[config.mk]
export PLATFORM = sky130hd
export DESIGN_NAME = sio_cfg_port
export DESIGN_NICKNAME = d
export VERILOG_FILES = /design/src/rtl/sio_cfg_pkg.sv /design/src/rtl/sio_cfg_lock.sv /design/src/rtl/sio_base_bank.sv /design/src/rtl/sio_cfg_port.sv
export SDC_FILE = /design/constraint.sdc
export NUM_CORES = 1
export LEC_CHECK = 0
export BUFFER_PORTS_ARGS = -buffer_cell sky130_fd_sc_hd__buf_2
export CORE_MARGIN = 2
export CORE_UTILIZATION = 30
export DETAILED_ROUTE_END_ITERATION = 10
export PLACE_DENSITY_LB_ADDON = 0.3
export RECOVER_POWER = 100
export SLEW_MARGIN = 0
export SYNTH_ARGS = -nofsm -noshare
export SYNTH_HDL_FRONTEND = slang
export SYNTH_SLANG_ARGS = --single-unit
[constraint.sdc]
create_clock -name clk -period 3.9 [get_ports clk]
set_clock_uncertainty 0.1 [all_clocks]
set_input_delay 0.39 -clock clk [delete_from_list [all_inputs] [get_ports clk]]
set_output_delay 0.39 -clock clk [all_outputs]
set_load 0.005 [all_outputs]
[src/rtl/sio_cfg_pkg.sv]
package sio_cfg_pkg;
  localparam logic [7:0] KEY_UNLOCK  = 8'h55;
  localparam logic [7:0] KEY_LOCK    = 8'hAA;
  localparam logic [7:0] IDX_LDSEL   = 8'h07;
  localparam logic [7:0] IDX_DEVID   = 8'h20;
  localparam logic [7:0] IDX_REV     = 8'h21;
  localparam logic [7:0] IDX_BASE_HI = 8'h60;
  localparam logic [7:0] IDX_BASE_LO = 8'h61;
  localparam int         WIN_BYTES   = 256;

  // Non-wrapping window test; a zero base disables the window.
  function automatic logic in_window(input logic [15:0] a, input logic [15:0] base);
    logic [16:0] off;
    off = {1'b0, a} - {1'b0, base};
    return (base != 16'h0) && (a >= base) && (off < 17'(WIN_BYTES));
  endfunction
endpackage

[src/rtl/sio_cfg_lock.sv]
module sio_cfg_lock
  import sio_cfg_pkg::*;
(
  input  logic       clk,
  input  logic       rst_n,
  input  logic       key_wr,
  input  logic [7:0] key_data,
  output logic       unlocked
);
  logic enter_evt, exit_evt;

  assign enter_evt = key_wr && !unlocked && (key_data == KEY_UNLOCK);
  assign exit_evt  = key_wr &&  unlocked && (key_data == KEY_LOCK);

  always_ff @(posedge clk or negedge rst_n) begin
    if (!rst_n)         unlocked <= 1'b0;
    else if (enter_evt) unlocked <= 1'b1;
    else if (exit_evt)  unlocked <= 1'b0;
  end

  AST_UNLOCK_KEY: assert property (@(posedge clk) disable iff (!rst_n)
    enter_evt |=> unlocked);
  AST_LOCK_KEY: assert property (@(posedge clk) disable iff (!rst_n)
    exit_evt |=> !unlocked);
  AST_NO_SPURIOUS_UNLOCK: assert property (@(posedge clk) disable iff (!rst_n)
    (!unlocked && !(key_wr && key_data == KEY_UNLOCK)) |=> !unlocked);
endmodule

[src/rtl/sio_base_bank.sv]
module sio_base_bank #(
  parameter int NUM_LDEV = 16,
  parameter int RT_LDEV  = 10
) (
  input  logic        clk,
  input  logic        rst_n,
  input  logic [7:0]  sel,
  input  logic        wr_hi,
  input  logic        wr_lo,
  input  logic [7:0]  wdata,
  output logic [15:0] sel_base,
  output logic [15:0] rt_base
);
  localparam int LDEV_W = (NUM_LDEV > 1) ? $clog2(NUM_LDEV) : 1;

  logic              sel_ok;
  logic [LDEV_W-1:0] sel_idx;
  logic [15:0]       base_q [NUM_LDEV];

  assign sel_ok  = int'(sel) < NUM_LDEV;
  assign sel_idx = sel[LDEV_W-1:0];

  for (genvar g = 0; g < NUM_LDEV; g++) begin : g_bank
    always_ff @(posedge clk or negedge rst_n) begin
      if (!rst_n) begin
        base_q[g] <= 16'h0;
      end else if (sel_ok && sel_idx == LDEV_W'(g)) begin
        if (wr_hi) base_q[g][15:8] <= wdata;
        if (wr_lo) base_q[g][7:0]  <= wdata;
      end
    end
  end

  assign sel_base = sel_ok ? base_q[sel_idx] : 16'h0;
  assign rt_base  = base_q[RT_LDEV];

  AST_RT_HI_LOAD: assert property (@(posedge clk) disable iff (!rst_n)
    (wr_hi && int'(sel) == RT_LDEV) |=> rt_base[15:8] == $past(wdata));
  AST_RT_LO_LOAD: assert property (@(posedge clk) disable iff (!rst_n)
    (wr_lo && int'(sel) == RT_LDEV) |=> rt_base[7:0] == $past(wdata));
  AST_RT_HOLD: assert property (@(posedge clk) disable iff (!rst_n)
    (int'(sel) != RT_LDEV) |=> $stable(rt_base));
endmodule

[src/rtl/sio_cfg_port.sv]
module sio_cfg_port
  import sio_cfg_pkg::*;
#(
  parameter logic [15:0] CFG_BASE = 16'h002E,
  parameter logic [7:0]  DEV_ID   = 8'h7D,
  parameter logic [7:0]  REV_ID   = 8'h01,
  parameter int          NUM_LDEV = 16,
  parameter int          RT_LDEV  = 10
) (
  input  logic        clk,
  input  logic        rst_n,
  input  logic [15:0] io_addr,
  input  logic        io_wr,
  input  logic        io_rd,
  input  logic [7:0]  io_wdata,
  output logic [7:0]  io_rdata,
  output logic        cfg_mode,
  output logic [15:0] rt_base,
  output logic        rt_hit
);
  localparam logic [15:0] DATA_PORT = CFG_BASE + 16'd1;

  logic        hit_idx, hit_dat;
  logic        key_wr, idx_wr, dat_wr;
  logic        sel_wr, hi_wr, lo_wr;
  logic [7:0]  idx_q, sel_q, reg_rd;
  logic [15:0] sel_base;

  assign hit_idx = (io_addr == CFG_BASE);
  assign hit_dat = (io_addr == DATA_PORT);
  assign key_wr  = io_wr && hit_idx;
  assign idx_wr  = key_wr && cfg_mode && (io_wdata != KEY_LOCK);
  assign dat_wr  = io_wr && hit_dat && cfg_mode;
  assign sel_wr  = dat_wr && (idx_q == IDX_LDSEL);
  assign hi_wr   = dat_wr && (idx_q == IDX_BASE_HI);
  assign lo_wr   = dat_wr && (idx_q == IDX_BASE_LO);

  sio_cfg_lock u_lock (
    .clk      (clk),
    .rst_n    (rst_n),
    .key_wr   (key_wr),
    .key_data (io_wdata),
    .unlocked (cfg_mode)
  );

  always_ff @(posedge clk or negedge rst_n) begin
    if (!rst_n) begin
      idx_q <= 8'h0;
      sel_q <= 8'h0;
    end else begin
      if (idx_wr) idx_q <= io_wdata;
      if (sel_wr) sel_q <= io_wdata;
    end
  end

  sio_base_bank #(.NUM_LDEV(NUM_LDEV), .RT_LDEV(RT_LDEV)) u_bank (
    .clk      (clk),
    .rst_n    (rst_n),
    .sel      (sel_q),
    .wr_hi    (hi_wr),
    .wr_lo    (lo_wr),
    .wdata    (io_wdata),
    .sel_base (sel_base),
    .rt_base  (rt_base)
  );

  always_comb begin
    unique case (idx_q)
      IDX_LDSEL:   reg_rd = sel_q;
      IDX_DEVID:   reg_rd = DEV_ID;
      IDX_REV:     reg_rd = REV_ID;
      IDX_BASE_HI: reg_rd = sel_base[15:8];
      IDX_BASE_LO: reg_rd = sel_base[7:0];
      default:     reg_rd = 8'h00;
    endcase
  end

  always_comb begin
    io_rdata = 8'hFF;
    if (io_rd && cfg_mode) begin
      if (hit_idx)      io_rdata = idx_q;
      else if (hit_dat) io_rdata = reg_rd;
    end
  end

  assign rt_hit = in_window(io_addr, rt_base);

  AST_LOCKED_INDEX_HOLD: assert property (@(posedge clk) disable iff (!rst_n)
    !cfg_mode |=> $stable(idx_q));
  AST_LOCKED_SELECT_HOLD: assert property (@(posedge clk) disable iff (!rst_n)
    !cfg_mode |=> $stable(sel_q));
  AST_DEVID_READ: assert property (@(posedge clk) disable iff (!rst_n)
    (io_rd && hit_dat && cfg_mode && idx_q == IDX_DEVID) |-> io_rdata == DEV_ID);
  AST_FOREIGN_NO_EFFECT: assert property (@(posedge clk) disable iff (!rst_n)
    (!hit_idx && !hit_dat) |=> ($stable(idx_q) && $stable(sel_q) && $stable(cfg_mode)));
endmodule

==> results.py <==
metrics = {
    "synthesis": {
        "syn_avg_cell_area_um2": 14.3,
        "synth_edf_count": 0,
        "yosys_register_bits": 273,
        "synthArstFlopShare_pct": 100,
        "yosys.area.top_type_share_pct": 49.9,
        "synth_xor_area_share_pct": 0,
        "ys_warn_count": 0,
        "synth-main-ff-cell": "dfrtp_1",
        "netlist_area_um2": 13700,
        "synthTopCellsByArea": "dfrtp_1 50%, mux2_2 22%, mux4_2 13%, ha_1 1.5%, clkbuf_1 1.2%",
        "synth-simple-area-share_pct": 6.54,
        "seq_area_frac_synth_pct": 49.9,
        "synth-compound-area-share_pct": 3.12,
        "syn_inst": 959,
        "synth.largest_area_cell": "dfrtp_1",
        "synth_cell_types": 57,
        "synthAdderAreaFrac_pct": 1.46,
        "synth_top_family_by_area": "multiplexers",
        "synth.area.mux_share_pct": 35.8,
        "syn_nets": 1003,
    },
    "routing": {
        "drt_iter0_markers": 480,
        "routed_wirelength_mm": 35.4,
        "ant_nets": 0,
        "drt_first_pass_iters": 5,
        "avgRoutedWirePerCell_um": 21.8,
        "vias": 8403,
        "drc": 0,
        "via_per_inst": 5.18,
    },
    "sta": {
        "tns_ns": 0,
        "slew_viol_final": 105,
        "hold_ws_ns": 0.143,
        "hold_viol": 0,
        "worstMarginPinSlew_ns": 1.96,
        "setup_viol": 0,
        "period_minus_slack_ns": 3.72,
        "max_freq_ghz": 0.269,
        "rsz0062_at_grt": "false",
        "slew_headroom_pct": -30.7,
        "post-route-period-util_pct": 95.5,
    },
    "global_routing": {
        "grt_use_total_pct": 15.2,
        "grt_pass1_wl_mm": 55.2,
        "grt_overflow_total": 0,
        "grt_start_max_net_pins": 127,
        "antenna_found_initial": 0,
        "grt_pass1_vias": 8644,
    },
    "critical_path": {
        "cp.arrival_ns": 3.23,
        "cp-start-kind": "flop",
        "cp_max_fo": 9,
        "worst_path_max_delay_cell": "nor4_1",
        "worstPathCellList": "nor4_1 -> clkbuf_2 -> nand4_1 -> nand2b_1 -> a31oi_1 -> buf_2",
        "worstPathRequired_ns": 3.41,
        "cp-end-kind": "primary output",
        "critical-path-top-delay-family": "simple AND/OR/NAND/NOR gates",
        "slowest_delay_ns": 0.91,
        "crit_type": "flop to primary output",
        "cp_num_buf_inv": 2,
    },
    "layout": {
        "fillers": 4435,
        "multiInputGateArea_um2": 6350,
        "area_growth_pct": 13.4,
        "final_core_util_pct": 34.4,
        "drive_above_1_share_pct": 44.6,
        "nets": 1041,
        "seq_area_um2": 6840,
    },
    "cts": {
        "clk_pin_slew_ns": 0.06,
        "cts_buffers": 31,
        "clockBufferDepth": 3,
        "clk_latency_ns": 0.56,
        "ctsHtreeMaxLevel": 1,
        "ctsRootBufferMaster": "clkbuf_16",
        "cts_tree": "yes",
        "cts.sinks": 273,
        "cts_resized": 0,
    },
    "die": {
        "die_w_um": 218,
        "core_region_area_um2": 45200,
        "dieArea_um2": 47400,
        "ioPinCount": 54,
        "rows": 78,
        "fp.dieH_um": 218,
        "initial_utilization_pct": 30.3,
    },
    "place": {
        "post-dp-hpwl_mm": 23.6,
        "place_congestion": 0.853,
        "portBuffers": 53,
    },
    "min_path": {
        "holdCritPathClass": "primary input to flop",
    },
    "pwr": {
        "p_seq_share_pct": 47.4,
        "swShare_pct": 22.2,
        "p_comb_share_pct": 3.5,
        "p_sw_uw": 1330,
        "p_leak_uw": 0.00714,
        "vdd_ir_drop_max_mv": 0.297,
        "p_int_uw": 4650,
        "powerDensity_nw_per_um2": 385,
        "pwr-share-clk_pct": 49.1,
    },
    "status": {
        "violations": "max-capacitance violations, max-slew violations",
        "status": "finished with violations",
    },
    "flow_run": {
        "max_cap_viol_count": 3,
    },
}
layout make-up:
class	count	area share [%]
multi-input combinational	590	40.9
clock inverter	13	0.966
antenna	1	0.0161
clock buffer	43	5.67
sequential	273	44.0
tap	600	4.83
timing repair buffer	80	3.10
inverter	21	0.507
worst reg2reg max path: stages (launching register included):
cell     delay (ns)
dfrtp_1        0.39
or3_1          0.46
nor4b_4        0.47
nand2_1        0.10
nor4_1         0.33
and2_0         0.35
nor3b_2        0.80
mux2_2         0.42
stage by stage:
step           power (uW)  worst slack (ns)  cell area, um2  cells
2_1_floorplan        2970             0.968           13700    959
3_3_place_gp         3100             0.648           14600   1562
3_5_place_dp         3110             0.657           14600   1562
4_1_cts              6060            0.0497           15700   1619
5_1_grt              6200            0.0231           15500   1620
6_report             5980             0.176           15500   1621
timing repair:
item | 4_1_cts | 5_1_grt
hold buffers | 1 | 0
endpoints found under the setup margin | 0 | 5
buffers inserted | 0 | 1
endpoints found under the hold margin | 120 | 0
power groups by stage:
| stage | clock, uW | combinational (uW) | sequential (uW) |
|---|---|---|---|
| CTS | 3010 | 224 | 2830 |
| detailed placement | 0 | 223 | 2880 |
| global route | 3130 | 238 | 2830 |
| finish | 2930 | 210 | 2830 |
| floorplan | 0 | 85.9 | 2890 |
| global placement | 0 | 221 | 2880 |
sequential cells by signal, indices dropped and copies added (netlist names):
signal,flops
u_bank.base_q,240
u_bank.rt_base,16
idx_q,8
sel_q,8
u_lock.unlocked,1
cells in the mapped netlist, drive strengths merged, types with 4 or more instances:
library cell / number
nor3: 6
dfrtp: 273
ha: 16
nand4: 7
nand3: 21
a31oi: 6
nor4: 10
or2: 4
nand2: 34
buf: 30
nor2b: 8
mux2: 272
nand2b: 12
nor4bb: 6
a21oi: 18
o21a: 4
mux4: 80
o21ai: 8
inv: 20
clkbuf: 45
and3: 4
nor2: 34
path summary, 6_finish.rpt:
path	from	end	slack (ns)	cells past startpoint
max reg2reg	idx_q[3]	u_bank.base_q[194]	0.37	7
max in group asynchronous	rst_n	u_bank.base_q[15]	0.83	3
min reg2reg	u_bank.base_q[14]	u_bank.base_q[14]	0.40	1
min in group asynchronous	rst_n	u_bank.base_q[103]	0.42	2
min	io_wr	u_lock.unlocked	0.14	3
max	sel_q[7]	io_rdata[1]	0.18	6
routing by layer:
layer / vias up / GRT usage (%) / wire (um)
met5: - / 0 / 0
met4: 0 / 3.04 / 498
met3: 40 / 2.27 / 1650
met2: 204 / 24.2 / 16400
met1: 4478 / 21.9 / 16800
li1: 3681 / - / -
kinds of logic (layout without fill, tap and decap cells):
logic type / count (synthesis) / count (layout)
and+or+nand+nor: 158 / 158
muxes: 353 / 353
AOI/OAI and AO/OA: 63 / 63
other: 0 / 1
adders and majority gates: 16 / 16
buffers and inverters: 96 / 157
DFF: 273 / 273
layout by cell type, fill, tap and decap left out, types with 6 or more instances in the layout:
cell type / n
dfrtp_1: 271
mux2_2: 264
mux4_2: 80
nand2_1: 34
nor2_1: 34
clkbuf_1: 33
buf_2: 33
clkbuf_16: 31
nand3_1: 20
inv_1: 20
a21oi_1: 18
ha_1: 16
buf_4: 13
nand2b_1: 12
nor4_1: 10
o21ai_0: 8
nor2b_1: 8
mux2_1: 8
clkinv_2: 8
nand4_1: 7
nor3_1: 6
nor4bb_1: 6
a31oi_1: 6
clkbuf_8: 6
No activity file was read; power rests on OpenSTA's default activity.
